$ cat src/rtl/usbh_bus_pkg.sv
package usbh_bus_pkg;
  localparam int CMD_W   = 3;
  localparam int BIT_FEN = 0;
  localparam int BIT_RST = 1;
  localparam int BIT_RSM = 2;
  localparam int RD_W    = 32;

  typedef enum logic [1:0] {
    EV_IDLE   = 2'd0,
    EV_RESET  = 2'd1,
    EV_RESUME = 2'd2
  } ev_mode_t;
endpackage

$ cat src/rtl/usbh_cmd_reg.sv
module usbh_cmd_reg
  import usbh_bus_pkg::*;
(
  input  logic             clk,
  input  logic             rst,
  input  logic             wr_en,
  input  logic [CMD_W-1:0] wr_data,
  input  logic             rx_resume,
  input  logic             dev_disc,
  input  logic             rst_expire,
  input  logic             rsm_expire,
  output logic             fen_q,
  output logic             rst_q,
  output logic             rsm_q
);
  logic fen_d, rst_d, rsm_d;
  logic rst_req, rst_abort;

  always_comb begin
    rst_req   = wr_en && wr_data[BIT_RST];
    rst_abort = rst_q && (dev_disc || (wr_en && !wr_data[BIT_RST]));
    fen_d = fen_q;
    rst_d = rst_q;
    rsm_d = rsm_q;
    if (wr_en) fen_d = wr_data[BIT_FEN];
    // resume accepted only with frames running and no reset pending
    if (wr_en && wr_data[BIT_RSM] && fen_q && !rst_q && !rst_req) rsm_d = 1'b1;
    if (rsm_expire) rsm_d = 1'b0;
    if (rst_req) begin
      rsm_d = 1'b0;
      fen_d = 1'b1;
      if (!rst_q) rst_d = 1'b1;
    end
    if (rst_abort || rst_expire) rst_d = 1'b0;
    if (rx_resume) fen_d = 1'b1;
  end

  always_ff @(posedge clk) begin
    if (rst) begin
      fen_q <= 1'b0;
      rst_q <= 1'b0;
      rsm_q <= 1'b0;
    end else begin
      fen_q <= fen_d;
      rst_q <= rst_d;
      rsm_q <= rsm_d;
    end
  end

  p_resume_gate_r3: assert property (@(posedge clk) disable iff (rst)
    (wr_en && wr_data[BIT_RSM] && !fen_q && !rsm_q) |=> !rsm_q);

  p_reset_start_r5: assert property (@(posedge clk) disable iff (rst)
    (wr_en && wr_data[BIT_RST] && !rst_q) |=> (rst_q && fen_q && !rsm_q));

  p_disc_abort_r6: assert property (@(posedge clk) disable iff (rst)
    (rst_q && dev_disc) |=> !rst_q);

  p_upstream_fen_r10: assert property (@(posedge clk) disable iff (rst)
    rx_resume |=> fen_q);
endmodule

$ cat src/rtl/usbh_event_timer.sv
module usbh_event_timer
  import usbh_bus_pkg::*;
#(
  parameter int RST_CYC = 2400000,
  parameter int RSM_CYC = 960000
) (
  input  logic clk,
  input  logic rst,
  input  logic rst_act,
  input  logic rsm_act,
  output logic rst_expire,
  output logic rsm_expire
);
  localparam int MAX_CYC = (RST_CYC > RSM_CYC) ? RST_CYC : RSM_CYC;
  localparam int CW      = $clog2(MAX_CYC + 1);
  localparam logic [CW-1:0] RST_LAST = CW'(RST_CYC - 1);
  localparam logic [CW-1:0] RSM_LAST = CW'(RSM_CYC - 1);

  ev_mode_t      mode_cur, mode_q;
  logic [CW-1:0] cnt, cnt_eff;

  always_comb begin
    if (rst_act)      mode_cur = EV_RESET;
    else if (rsm_act) mode_cur = EV_RESUME;
    else              mode_cur = EV_IDLE;
    cnt_eff    = (mode_cur != mode_q) ? '0 : cnt;
    rst_expire = (mode_cur == EV_RESET)  && (cnt_eff == RST_LAST);
    rsm_expire = (mode_cur == EV_RESUME) && (cnt_eff == RSM_LAST);
  end

  always_ff @(posedge clk) begin
    if (rst) begin
      mode_q <= EV_IDLE;
      cnt    <= '0;
    end else begin
      mode_q <= mode_cur;
      cnt    <= (mode_cur == EV_IDLE) ? '0 : cnt_eff + 1'b1;
    end
  end

  p_rst_len_r4: assert property (@(posedge clk) disable iff (rst)
    (mode_q == EV_RESET) |-> (cnt <= CW'(RST_CYC)));

  p_rsm_len_r2: assert property (@(posedge clk) disable iff (rst)
    (mode_q == EV_RESUME) |-> (cnt <= CW'(RSM_CYC)));
endmodule

$ cat src/rtl/usbh_frame_timer.sv
module usbh_frame_timer #(
  parameter int FRAME_CYC = 48000
) (
  input  logic clk,
  input  logic rst,
  input  logic run,
  input  logic full_speed,
  output logic sof,
  output logic keepalive
);
  localparam int FW = $clog2(FRAME_CYC + 1);
  localparam logic [FW-1:0] LAST = FW'(FRAME_CYC - 1);

  logic [FW-1:0] cnt;
  logic          tick;

  assign tick = run && (cnt == LAST);

  always_ff @(posedge clk) begin
    if (rst) begin
      cnt       <= '0;
      sof       <= 1'b0;
      keepalive <= 1'b0;
    end else begin
      if (!run || tick) cnt <= '0;
      else              cnt <= cnt + 1'b1;
      sof       <= tick && full_speed;
      keepalive <= tick && !full_speed;
    end
  end

  p_one_marker_r8: assert property (@(posedge clk) disable iff (rst)
    !(sof && keepalive));

  p_marker_needs_run_r11: assert property (@(posedge clk) disable iff (rst)
    (sof || keepalive) |-> $past(run));
endmodule

$ cat src/rtl/usbh_bus_ctrl.sv
module usbh_bus_ctrl
  import usbh_bus_pkg::*;
#(
  parameter int CLK_KHZ   = 48000,
  parameter int RESET_MS  = 50,
  parameter int RESUME_MS = 20
) (
  input  logic             clk,
  input  logic             rst,
  input  logic             wr_en_i,
  input  logic [CMD_W-1:0] wr_data_i,
  output logic [RD_W-1:0]  rd_data_o,
  input  logic             full_speed_i,
  input  logic             rx_resume_i,
  input  logic             dev_disc_i,
  output logic             drive_reset_o,
  output logic             drive_resume_o,
  output logic             sof_o,
  output logic             keepalive_o,
  output logic             reset_done_o,
  output logic             resume_done_o
);
  localparam int FRAME_CYC = CLK_KHZ;
  localparam int RST_CYC   = CLK_KHZ * RESET_MS;
  localparam int RSM_CYC   = CLK_KHZ * RESUME_MS;

  logic fen_q, rst_q, rsm_q;
  logic rst_expire, rsm_expire;
  logic frame_run;

  usbh_cmd_reg u_cmd (
    .clk        (clk),
    .rst        (rst),
    .wr_en      (wr_en_i),
    .wr_data    (wr_data_i),
    .rx_resume  (rx_resume_i),
    .dev_disc   (dev_disc_i),
    .rst_expire (rst_expire),
    .rsm_expire (rsm_expire),
    .fen_q      (fen_q),
    .rst_q      (rst_q),
    .rsm_q      (rsm_q)
  );

  usbh_event_timer #(
    .RST_CYC (RST_CYC),
    .RSM_CYC (RSM_CYC)
  ) u_evt (
    .clk        (clk),
    .rst        (rst),
    .rst_act    (rst_q),
    .rsm_act    (rsm_q),
    .rst_expire (rst_expire),
    .rsm_expire (rsm_expire)
  );

  assign frame_run = fen_q && !rst_q && !rsm_q;

  usbh_frame_timer #(
    .FRAME_CYC (FRAME_CYC)
  ) u_frm (
    .clk        (clk),
    .rst        (rst),
    .run        (frame_run),
    .full_speed (full_speed_i),
    .sof        (sof_o),
    .keepalive  (keepalive_o)
  );

  always_ff @(posedge clk) begin
    if (rst) begin
      reset_done_o  <= 1'b0;
      resume_done_o <= 1'b0;
    end else begin
      reset_done_o  <= rst_expire;
      resume_done_o <= rsm_expire;
    end
  end

  always_comb begin
    rd_data_o          = '0;
    rd_data_o[BIT_FEN] = fen_q;
    rd_data_o[BIT_RST] = rst_q;
    rd_data_o[BIT_RSM] = rsm_q;
  end

  assign drive_reset_o  = rst_q;
  assign drive_resume_o = rsm_q;

  p_exclusive_r5: assert property (@(posedge clk) disable iff (rst)
    !(drive_reset_o && drive_resume_o));

  p_rst_done_r4: assert property (@(posedge clk) disable iff (rst)
    reset_done_o |-> ($past(drive_reset_o) && !drive_reset_o));

  p_rsm_done_r2: assert property (@(posedge clk) disable iff (rst)
    resume_done_o |-> ($past(drive_resume_o) && !drive_resume_o));

  p_no_marker_in_event_r11: assert property (@(posedge clk) disable iff (rst)
    (drive_reset_o || drive_resume_o) |=> !(sof_o || keepalive_o));
endmodule

$ cat config.mk
export PLATFORM = sky130hd
export DESIGN_NAME = usbh_bus_ctrl
export DESIGN_NICKNAME = d
export VERILOG_FILES = /design/src/rtl/usbh_bus_pkg.sv /design/src/rtl/usbh_cmd_reg.sv /design/src/rtl/usbh_event_timer.sv /design/src/rtl/usbh_frame_timer.sv /design/src/rtl/usbh_bus_ctrl.sv
export SDC_FILE = /design/constraint.sdc
export NUM_CORES = 1
export LEC_CHECK = 0
export BUFFER_PORTS_ARGS = -buffer_cell sky130_fd_sc_hd__buf_2
export CORE_UTILIZATION = 45
export CTS_BUF_LIST = sky130_fd_sc_hd__clkbuf_8 sky130_fd_sc_hd__clkbuf_16
export CTS_CLUSTER_SIZE = 24
export DETAILED_ROUTE_END_ITERATION = 8
export GPL_TIMING_DRIVEN = 0
export PLACE_DENSITY = 0.67
export SYNTH_ARGS = -nofsm -noshare
export SYNTH_HDL_FRONTEND = slang
export SYNTH_SLANG_ARGS = --single-unit
$ cat constraint.sdc
create_clock -name clk -period 2.89 [get_ports clk]
set_input_delay 0 -clock clk [delete_from_list [all_inputs] [get_ports clk]]
set_output_delay 0 -clock clk [all_outputs]
set_load 0.02 [all_outputs]
; Yosys cells after proc, flatten, opt, wreduce, memory -nomap -nowiden
; Cells that the tools add are included.
[word_totals]
in_bits = 9
output_inout_bits = 38
regBits = 47
[classes]
eq_ne = 6
add_sub_neg = 2
n_mux = 6
n_reduce_logical = 29
[ops]
columns = cell, count
row1 = "adder 22 x 1 -> 22 bit, second input constant", 1
row2 = "== test 22 x 20 -> 1 bit, second input constant", 1
row3 = "== test 22 bit, second input constant", 1
row4 = 2-to-1 mux 22 bit, 1
row5 = "adder 16 x 1 -> 16 bit, second input constant", 1
row6 = "== test 16 bit, second input constant", 1
row7 = logical AND 1 bit, 14
row8 = zero test 1 bit, 6
row9 = OR reduction 2 bit, 3
row10 = 2-to-1 mux 2 bit, 2
row11 = logical OR 1 bit, 3
row12 = 2-to-1 mux 1 bit, 3
row13 = nonzero test 3 bit, 1
row14 = OR reduction 3 bit, 1
row15 = "== test 2 x 1 -> 1 bit, second input constant", 1
row16 = "== test 2 bit, second input constant", 1
row17 = zero test 2 bit, 1
row18 = != test 2 bit, 1

; Longest topological paths before layout
; Gate-level depths: netlist (run 1).
[depth]
word_depth = 8
depth_mapped = 9

; Modules after synthesis
; From an unflattened synthesis (run 1), not the netlist that was laid out.
[hier_totals]
cells_unflattened = 268
hier_area_um2 = 2408.6
[modules_own_cells]
columns = mod, instances, area_each_um2, cells_each
row1 = usbh_event_timer, 1, 1191.1, 134
row2 = usbh_frame_timer, 1, 770.7, 84
row3 = usbh_bus_ctrl, 1, 309.0, 38
row4 = usbh_cmd_reg, 1, 137.6, 12

; Worst setup path before layout (run 1)
; OpenSTA, ideal clock, no wires.
[synth_timing]
path_kind = register to register
from = register u_cmd.rsm_q
to = register resume_done_o
stages_incl_launch_ff = 9
setup_ns = 0.080
synth_period_minus_slack_ns = 2.289
path_buffers = 0
arrival_time_ns = 2.209
slack_ns = 0.601
cell_sequence = dfxtp_1 -> xor2_1 -> o31ai_2 -> and2_1 -> ha_1 -> and2_1 -> nand3_1 -> or3_1 -> nor3b_1
[synth_between]
elab_chain_cells = 6
[synth_rtl]
columns = item, line_no
row1 = from (decl), usbh_cmd_reg.sv:14  ; output logic rsm_q
row2 = from (signal assigned), usbh_cmd_reg.sv:46  ; rsm_q <= rsm_d;
row3 = 2-to-1 mux 2 bit *, usbh_event_timer.sv:24  ; else if (rsm_act) mode_cur = EV_RESUME;
row4 = 2-to-1 mux 2 bit *, usbh_event_timer.sv:23  ; if (rst_act) mode_cur = EV_RESET;
row5 = != test 2 bit, usbh_event_timer.sv:26  ; cnt_eff = (mode_cur != mode_q) ? '0 : cnt;
row6 = 2-to-1 mux 22 bit, usbh_event_timer.sv:26
row7 = == test 22 x 20 -> 1 bit, usbh_event_timer.sv:28  ; rsm_expire = (mode_cur == EV_RESUME) && (cnt_eff == RSM_LAST);
row8 = logical AND 1 bit *, usbh_event_timer.sv:28
row9 = to (signal assigned), usbh_bus_ctrl.sv:76  ; resume_done_o <= rsm_expire;
row10 = to (decl), usbh_bus_ctrl.sv:21  ; output logic resume_done_o
; Mark *: on every way between the ends. The rest lies on a longest branch, timed or not.
; A chain may end at the register's enable or synchronous reset.

; Final worst setup path (run 1)
[layout_timing]
from = register u_cmd.rst_q
to = register resume_done_o
[layout_between]
elab_chain_cells = 5
[layout_rtl]
columns = item, line_no
row1 = from (decl), usbh_cmd_reg.sv:13  ; output logic rst_q,
row2 = from (signal assigned), usbh_cmd_reg.sv:45  ; rst_q <= rst_d;
row3 = 2-to-1 mux 2 bit *, usbh_event_timer.sv:23
row4 = != test 2 bit, usbh_event_timer.sv:26
row5 = 2-to-1 mux 22 bit, usbh_event_timer.sv:26
row6 = == test 22 x 20 -> 1 bit, usbh_event_timer.sv:28
row7 = logical AND 1 bit *, usbh_event_timer.sv:28
; Marked as above.

==> run metrics, run 1 <==
status=finished clean; Comb pwr share=0.112; Leak=1.09 nW; CTS Root Cell=clkbuf_8; Cells after Synth=284; vias in the first global route=1788; Post-DP Area=2700 um2; Tcrit/Tclk final=0.891; clock slew at reported path FFs=0.08 ns; die area=5700 um2; Synth Cell Area=2430 um2; I/O Pins=47; antenna violations before repair=0; drt total wl=4880 um; H-tree Lvls=2; crit path kind=reg -> reg; Switch Pwr=0.000301 W; Pwr Density=444 nW/um2; dominant cell type by area after synthesis=dfxtp_1; layout cells sized above 1=0.183; Placed Instances=398; largest family of logic cells by synthesized area=simple AND/OR/NAND/NOR gates; highest routed layer=met4; worst path arrival time=2.80 ns; largest net degree at the start of global routing=14; Ant. Diodes=0; final setup fails=0; vias per cell=5.11; DR WL met3=209 um; post-CTS setup buffers=0; Max Slew Vio Count=0; maximum clock path buffer count=2; Final Cell Area=2840 um2; post-synthesis sequential area ratio=0.387; crit path time final=2.57 ns; Sw Ratio=0.239; RSZ-0062 raised after global routing=no; CTS Buf Count=5; width of the chip=75.5 um; wire per inst=12.0 um; clock power share=0.366; mux contribution to synthesized area=0.0124; total number of vias=2084; Yosys warning count=0; crit end category=register; Final ANT Viol Nets=0; CTS sink cnt=47; adder-cell share of the synthesized area=0.0103; area growth from synthesis to layout=16.7%; post-synth top area share=0.387; Synth area leaders=dfxtp_1, buf_4, xor2_1; Slew @ Worst Pin=0.579 ns; Tot Pwr=0.00126 W; #FFs+latches synth=47; TritonCTS clock tree=done; post-cts gate resize count=0; Slew HR=0.604; Setup crit start kind=register; Seq pwr share=0.522; met2 wire len=2340 um; Post-CTS Hold Fix Bufs=3; Initial DRC Count=68; Critical Path RT=3.11 ns; maximum clock frequency=388 MHz; Starting Density=0.473; max_cap viols=0; Layout Skew=0.0136 ns; global-route wire length before repair=7720 um; die extent in y=75.5 um; core area=5140 um2; # fillers=524; count of buffers from port buffering=16; Sum Neg Setup Slack=0 ns; Synth Area in XOR/XNOR=0.0612; non-filler instance count after layout=408; Min-Delay Path Class=in -> reg; nets@finish=349; crit path max fanout=10; DRT met1 WL=2260 um; total iterations of the first detailed-routing run=4; Post-Synth Simple-Gate Area=0.289; synthesized area per cell=8.56 um2; Pint=0.000958 W; DRC viols=0; number of distinct library cells after synthesis=40; final core occ=0.552; GRT Overall Usage=0.177; GRT overflow=0; final hold vios=0; Placer Congestion=0.865; post-synthesis compound-gate area fraction=0.112; Row Count=26; maximum vdd drop=233 uV; hpwl dp=3580 um; FF-to-FF setup slack=0.32 ns; clock latency on the worst-skew pair=0.30 ns
## area by class of cell
cell class | instances | area (um2) | share of cell area
flip-flops and latches | 47 | 941 | 0.332
clock inverters | 2 | 33.8 | 0.0119
clock buffers | 5 | 68.8 | 0.0243
multi-input cells | 218 | 1290 | 0.453
repair buffers | 19 | 110 | 0.0388
inverters | 6 | 22.5 | 0.00794
well taps | 70 | 87.6 | 0.0309
plain buffers | 41 | 287 | 0.101
## power by group through the flow
| stage | Combinational (W) | Sequential, W | Clock, W |
|---|---|---|---|
| finish | 0.000141 | 0.000657 | 0.000460 |
| global route | 0.000156 | 0.000658 | 0.000498 |
| CTS | 0.000141 | 0.000657 | 0.000478 |
| detailed placement | 0.000138 | 0.000673 | 0 |
| global placement | 0.000137 | 0.000672 | 0 |
| floorplan | 0.000112 | 0.000673 | 0 |
## metrics by stage
step,setup WS [ns],hold slack (ns)
global route,0.0227,0.0493
global placement,0.346,0.180
detailed placement,0.308,0.180
CTS,0.297,0.0103
floorplan,0.601,0.0724
finish,0.315,0.0145
## cells by family after synthesis
family / Yosys count
adders and majority gates: 2
xor gates and xnor gates: 17
other: 1
AOI/OAI and AO/OA: 42
buffers and inverters: 47
and+or+nand+nor: 125
DFF: 47
muxes: 3
## cells in the mapped netlist, drive strengths merged
| cell type | number |
|---|---|
| nand4b | 2 |
| nor4b | 1 |
| inv | 6 |
| conb | 1 |
| or4 | 12 |
| ha | 2 |
| xor2 | 13 |
| a211o | 1 |
| o21bai | 1 |
| xnor2 | 4 |
| or3 | 7 |
| nor3 | 2 |
| nor4 | 2 |
| o31ai | 12 |
| nor2b | 1 |
| nand3 | 16 |
| dfxtp | 47 |
| o31a | 1 |
| or4b | 1 |
| nand3b | 3 |
| o41ai | 1 |
| o21ai | 5 |
| clkbuf | 4 |
| or2b | 1 |
| a21oi | 20 |
| nor3b | 2 |
| and2 | 5 |
| mux2i | 3 |
| nor2 | 30 |
| nand4bb | 1 |
| nand4 | 13 |
| and4 | 5 |
| nand2 | 15 |
| buf | 37 |
| and3 | 5 |
| and4b | 1 |
| a2111oi | 1 |
## state kept, by name (all words and copies together), names as in the netlist
| name | cells |
|---|---|
| u_evt.cnt | 22 |
| u_frm.cnt | 16 |
| u_evt.mode_q | 2 |
| reset_done_o | 1 |
| resume_done_o | 1 |
| u_cmd.fen_q | 1 |
| u_cmd.rsm_q | 1 |
| u_cmd.rst_q | 1 |
| u_frm.keepalive | 1 |
| u_frm.sof | 1 |
## per-layer routing
layer,global-route usage,vias up
li1,-,1070
met1,0.219,965
met2,0.296,42
met3,0.0450,7
met4,0.0720,0
met5,0,-
## layout by cell type (no fill, tap or decap), drive strengths merged, types with 3 or more instances in the layout
cell | netlist | layout
and3 | 5 | 5
xor2 | 13 | 13
nand3b | 3 | 3
nand2 | 15 | 15
and4 | 5 | 5
dlygate4sd3 | 0 | 3
and2 | 5 | 5
conb | 1 | 29
o31ai | 12 | 12
nor2 | 30 | 30
inv | 6 | 7
o21ai | 5 | 5
nand3 | 16 | 16
xnor2 | 4 | 4
or4 | 12 | 12
clkbuf | 4 | 9
or3 | 7 | 7
mux2i | 3 | 3
dfxtp | 47 | 47
nand4 | 13 | 13
a21oi | 20 | 20
buf | 37 | 53
## critical path: stages (launching register included)
cell     delay, ns
dfxtp_1       0.33
buf_2         0.18
o31ai_2       0.55
and2_1        0.23
ha_1          0.21
and2_1        0.24
nand3_1       0.16
or3_1         0.40
nor3b_1       0.19
## final timing paths
| path | startpoint | end | cells after the start |
|---|---|---|---|
| max | u_cmd.rst_q | resume_done_o | 8 |
| max reg2reg | u_cmd.rst_q | resume_done_o | 8 |
| min reg2reg | u_frm.cnt[0] | u_frm.cnt[0] | 1 |
| min | wr_data_i[1] | u_cmd.rsm_q | 4 |
Power figures use the tool's default switching activity.
==> inputs of run 2 (changes only) <==
ABC_AREA = 1   (was not set)
PLACE_DENSITY = 0.66   (was 0.67)
==> run 2 against run 1 <==
Compared with the run above: combinational power grew 18%; critical path depth is 5 higher; sequential power up 0.6%; wire length is 16% higher; setup slack improved by 0.054 ns; maximum frequency increased by 2.1%; critical endpoint is now u_cmd.rst_q; clock skew decreased by 0.0059 ns; largest power group unchanged.
==> run metrics, run 2 <==
status=finished clean; EDFF count, synth=0; max_cap viols=0; DRC viols=0; width of the chip=81.1 um; FF-to-FF setup slack=0.37 ns; Reg with most FFs=u_evt.cnt; final core occ=0.540; post-CTS setup buffers=0; Synth Cell Area=2820 um2; post-synth top area share=0.334; RSZ-0062 raised after global routing=no; Yosys warning count=0; most common cell in the netlist=inv_1; most frequent cells in the layout=inv_1, nor2_1, nand2_1; Slew @ Worst Pin=0.658 ns; min-delay src=dev_disc_i; CTS sink cnt=47; post-synthesis sequential area ratio=0.334; #FFs+latches synth=47; Row Count=28; GRT Overall Usage=0.195; Placer Congestion=0.873; count of buffers from port buffering=16; vias in the first global route=2202; Ant. Diodes=0; antenna violations before repair=0; I/O Pins=47; Post-Place Worst Slack=0.212 ns; worst path arrival time=2.73 ns; H-tree Lvls=2; layout cells sized above 1=0.196; Hold Slack=0.0199 ns; crit end category=register; worst flop-to-flop path startpoint=u_cmd.rst_q; WHS Path Cells=3; clock latency on the worst-skew pair=0.31 ns; top_reg_cell synth=dfxtp_1; crit path kind=reg -> reg; final setup margin=0.369 ns; global-route wire length before repair=9850 um; final setup fails=0; hpwl dp=4370 um; number of distinct library cells after synthesis=41; GRT overflow=0; Starting Density=0.470; R2R depth=13; Slew HR=0.562; # fillers=592; crit path time final=2.52 ns; Tcrit/Tclk final=0.872; clock slew at reported path FFs=0.09 ns; ys async rst share=0; largest net degree at the start of global routing=16; worst flop-to-flop path endpoint=u_cmd.rst_q; crit path max fanout=8; total number of vias=2484; Critical Path RT=3.10 ns; Worst Setup SP=u_cmd.rst_q; die extent in y=81.1 um; Initial DRC Count=144; dominant cell type by area after synthesis=dfxtp_1; drt total wl=5670 um; Final ANT Viol Nets=0; commonest non-fill, non-tap cell in the layout=inv_1; synth cell count leaders=inv_1, nor2_1, nand2_1, dfxtp_1, buf_4; final hold vios=0; Pwr Density=388 nW/um2; critical path endpoint=u_cmd.rst_q; die area=6580 um2; Layout Skew=0.00769 ns; CTS Buf Count=5; CTS Root Cell=clkbuf_8; maximum clock frequency=397 MHz; Setup crit start kind=register; Cells after Synth=403; area growth from synthesis to layout=14.9%; Max Slew Vio Count=0; total iterations of the first detailed-routing run=4; vias per cell=4.65; maximum vdd drop=299 uV; Sum Neg Setup Slack=0 ns; Synth area leaders=dfxtp_1, buf_4, inv_1; Min-Delay Path Class=in -> reg; synthesized area per cell=6.99 um2; maximum clock path buffer count=2; TritonCTS clock tree=done; wire per inst=10.6 um; max reg flops=22; biggest regs=u_evt.cnt x22, u_frm.cnt x16, u_evt.mode_q x2; nets@finish=469; core area=5990 um2; Leak=1.36 nW
## run 2: changes by cell type after synthesis, moves of 5 or more
cell | previous run | this run
nor2_1 | 30 | 60
o31ai_1 | 11 | 0
nor3_1 | 2 | 14
o21ai_0 | 5 | 11
and4_1 | 5 | 0
and3_1 | 5 | 0
nor2_2 | 0 | 5
inv_1 | 6 | 63
xor2_1 | 13 | 2
or3_1 | 7 | 0
nand2_1 | 15 | 57
or4_1 | 12 | 0
nand3_1 | 16 | 25
## run 2: report_power, final
group | internal, W | leakage, nW | total [W] | switching, W
Clock | 0.000195 | 0.0474 | 0.000428 | 0.000233
Sequential | 0.000653 | 0.380 | 0.000661 | 0.00000787
Combinational | 0.0000632 | 0.933 | 0.000166 | 0.000103
## run 2: worst max-delay path, stage by stage (launching register included)
cell and delay [ns]:
dfxtp_2 0.46, inv_2 0.10, nand2_4 0.09, nand2_4 0.05
nand2_4 0.08, nand2_1 0.25, nor2_1 0.18, ha_1 0.20
nand2_1 0.08, nor2_2 0.16, nand2_1 0.10, nor3_2 0.28
nand4_1 0.20, and2_1 0.18
## run 2: final cells by class
type,instances,area (um2),share of cell area
buffer,39,303,0.0936
clock buffer,6,82.6,0.0255
clock inverter,2,16.3,0.00503
inverter,67,251,0.0778
multi-input combinational,278,1430,0.441
sequential,47,942,0.291
tap,75,93.8,0.0290
timing repair buffer,20,120,0.0371
## run 2: through the flow
step,area (um2),instances,total power [W]
after floorplan,2920,431,0.000807
after CTS,3230,534,0.00127
after detailed placement,3090,522,0.000836
final,3230,534,0.00126
after global placement,3090,522,0.000835
after global routing,3230,534,0.00131
## run 2: how the worst min path moves through the flow
stage | to | slack [ns]
4_1_cts | u_cmd.rst_q | 0.02
2_1_floorplan | u_frm.keepalive | 0.07
3_5_place_dp | u_frm.keepalive | 0.20
6_report | u_cmd.rst_q | 0.02
3_3_place_gp | u_frm.keepalive | 0.18
5_1_grt | u_evt.mode_q[1] | 0.04
## run 2: cells by family after synthesis
| kind of cell | synth area share |
|---|---|
| flip-flops | 0.334 |
| other | 0.00133 |
| adder cells (fa/ha/maj) | 0.00889 |
| XOR/XNOR | 0.0182 |
| AND/OR/NAND/NOR | 0.363 |
| buffers and inverters | 0.197 |
| AO/OA/AOI/OAI | 0.0773 |
## run 2: per-layer routing
metal  up-vias  wire length [um]  track usage
li1       1337                 -            -
met1      1090              2720        0.240
met2        46              2630        0.331
met3        11               187       0.0416
met4         0               130       0.0768
met5         -                 0            0
## run 2: what timing repair did
item,4_1_cts,5_1_grt
setup endpoints to repair,0,2
hold buffers,4,0
hold endpoints to repair,4,0
resized for setup,0,1
==> inputs of run 3 (changes only) <==
SYNTH_HIERARCHICAL = 1   (was not set)
==> run 3 against run 2 <==
Compared with the run above: largest cell class unchanged; combinational power barely moved; hold slack worse by 0.0079 ns; register-to-register slack got worse by 0.10 ns; sequential power hardly changed; sequential cell count did not move; final cell count increased by 4.5%.
==> run metrics, run 3 <==
crit path time final=2.62 ns; Ant. Diodes=0; ys async rst share=0; most common cell in the netlist=nor2_1; wire per inst=10.5 um; Pint=0.000909 W; final setup margin=0.268 ns; synthesized area per cell=6.89 um2; EDFF count, synth=0; crit end category=register; final hold vios=0; global-route wire length before repair=9380 um; Critical Path RT=3.10 ns; Seq pwr share=0.523; number of distinct library cells after synthesis=34; count of buffers from port buffering=17; Sw Ratio=0.279; synth cell count leaders=nor2_1, nand2_1, inv_1, dfxtp_1, buf_4; Placer Congestion=0.879; Synth area leaders=dfxtp_1, nor2_1, nand2_1; Tot Pwr=0.00126 W; TritonCTS clock tree=done; CTS sink cnt=47; CTS Buf Count=5; Final ANT Viol Nets=0; drt total wl=5870 um; die area=6840 um2; Leak=1.43 nW; core area=6310 um2; final setup fails=0; #FFs+latches synth=47; H-tree Lvls=2; final core occ=0.530; DRC viols=0; max reg flops=22; largest net degree at the start of global routing=16; total number of vias=2586; Setup crit start kind=register; clock latency on the worst-skew pair=0.31 ns; max_cap viols=0; I/O Pins=47; vias in the first global route=2148; Post-Place Worst Slack=0.263 ns; Sum Neg Setup Slack=0 ns; Switch Pwr=0.000351 W; biggest regs=u_evt/cnt x22, u_frm/cnt x16, u_evt/mode_q x2; crit path kind=reg -> reg; clock slew at reported path FFs=0.09 ns; maximum clock path buffer count=2; crit path max fanout=10; Starting Density=0.464; Slew HR=0.578; die extent in y=82.7 um; clock power share=0.345; vias per cell=4.63; CTS Root Cell=clkbuf_8; Initial DRC Count=58; layout cells sized above 1=0.218; GRT overflow=0; dominant cell type by area after synthesis=dfxtp_1; area growth from synthesis to layout=14.2%; RSZ-0062 raised after global routing=no; antenna violations before repair=0; Slew @ Worst Pin=0.633 ns; Comb pwr share=0.133; post-synth top area share=0.321; Yosys warning count=6; width of the chip=82.7 um; top_reg_cell synth=dfxtp_1; commonest non-fill, non-tap cell in the layout=nor2_1; total iterations of the first detailed-routing run=5; worst path arrival time=2.83 ns; post-synthesis sequential area ratio=0.321; Layout Skew=0.00808 ns; status=finished clean; maximum clock frequency=381 MHz; Tcrit/Tclk final=0.907; Row Count=29; most frequent cells in the layout=nor2_1, nand2_1, inv_1; GRT Overall Usage=0.181; Cells after Synth=425; Min-Delay Path Class=in -> reg; Synth Cell Area=2930 um2; maximum vdd drop=249 uV; nets@finish=491; Pwr Density=377 nW/um2; Max Slew Vio Count=0; Reg with most FFs=u_evt/cnt; hpwl dp=4460 um
==> run 3: cell count changes in the layout (fill, tap and decap cells not counted), moves of 6 or more <==
cell,delta
nand2_1,+10
nor2_1,+14
nand3_1,+6
nor3_1,-12
==> run 3: through the flow <==
| stage | hold WS (ns) | instance area [um2] | cells |
|---|---|---|---|
| global route | 0.0413 | 3350 | 558 |
| floorplan | 0.0712 | 3040 | 453 |
| CTS | 0.00959 | 3350 | 558 |
| global placement | 0.175 | 3220 | 547 |
| detailed placement | 0.178 | 3220 | 547 |
| finish | 0.0120 | 3350 | 558 |
==> run 3: per-layer routing <==
metal | track usage | up-vias | wire [um]
li1 | - | 1379 | -
met1 | 0.222 | 1150 | 2740
met2 | 0.311 | 51 | 2850
met3 | 0.0374 | 6 | 233
met4 | 0.0621 | 0 | 57
met5 | 0 | - | 0
==> run 3: final timing paths <==
kind,startpoint,to,slack (ns),depth (start not counted)
max,u_cmd/rsm_q,u_evt/cnt[18],0.27,16
min,wr_data_i[1],u_cmd/rsm_q,0.01,4
max reg2reg,u_cmd/rsm_q,u_evt/cnt[18],0.27,16
min reg2reg,u_frm/cnt[0],u_frm/cnt[0],0.47,1
==> run 3: final cells by class <==
class | instances | area, um2
buffer | 36 | 287
clock buffer | 6 | 82.6
clock inverter | 2 | 16.3
fill | 652 | 2970
inverter | 68 | 255
multi-input combinational | 302 | 1550
sequential | 47 | 941
tap | 77 | 96.3
timing repair buffer | 20 | 115
==> run 3: critical path, stage by stage, from the launching register on <==
cell	delay (ns)
dfxtp_1	0.55
nand3_1	0.19
nand2_4	0.19
nand2_4	0.13
inv_2	0.18
nand2_1	0.09
inv_1	0.07
ha_1	0.17
nand2_1	0.06
inv_1	0.06
nand4_2	0.15
nor2_4	0.23
nand2_2	0.12
nor2_4	0.14
nand3_1	0.09
nand2_1	0.07
nor2_1	0.04
==> run 3: what timing repair did <==
item	4_1_cts	5_1_grt
setup buffers	0	0
hold buffers	3	0
endpoints found under the hold margin	8	0
gates resized for setup	0	0
==> run 3: cell families (layout without fill, tap and decap cells) <==
| family | Yosys count | after routing | synth area share |
|---|---|---|---|
| buffers and inverters | 104 | 132 | 0.185 |
| adders and majority gates | 2 | 2 | 0.00854 |
| other | 1 | 29 | 0.00128 |
| DFF | 47 | 47 | 0.321 |
| and+or+nand+nor | 228 | 228 | 0.400 |
| AOI/OAI and AO/OA | 36 | 36 | 0.0632 |
| xor gates and xnor gates | 7 | 7 | 0.0209 |
==> run 3: power by group through the flow <==
stage | Clock (W) | Sequential [W] | Combinational, W
floorplan | 0 | 0.000674 | 0.000133
global route | 0.000466 | 0.000660 | 0.000186
detailed placement | 0 | 0.000674 | 0.000163
CTS | 0.000450 | 0.000659 | 0.000167
global placement | 0 | 0.000674 | 0.000162
finish | 0.000434 | 0.000659 | 0.000167
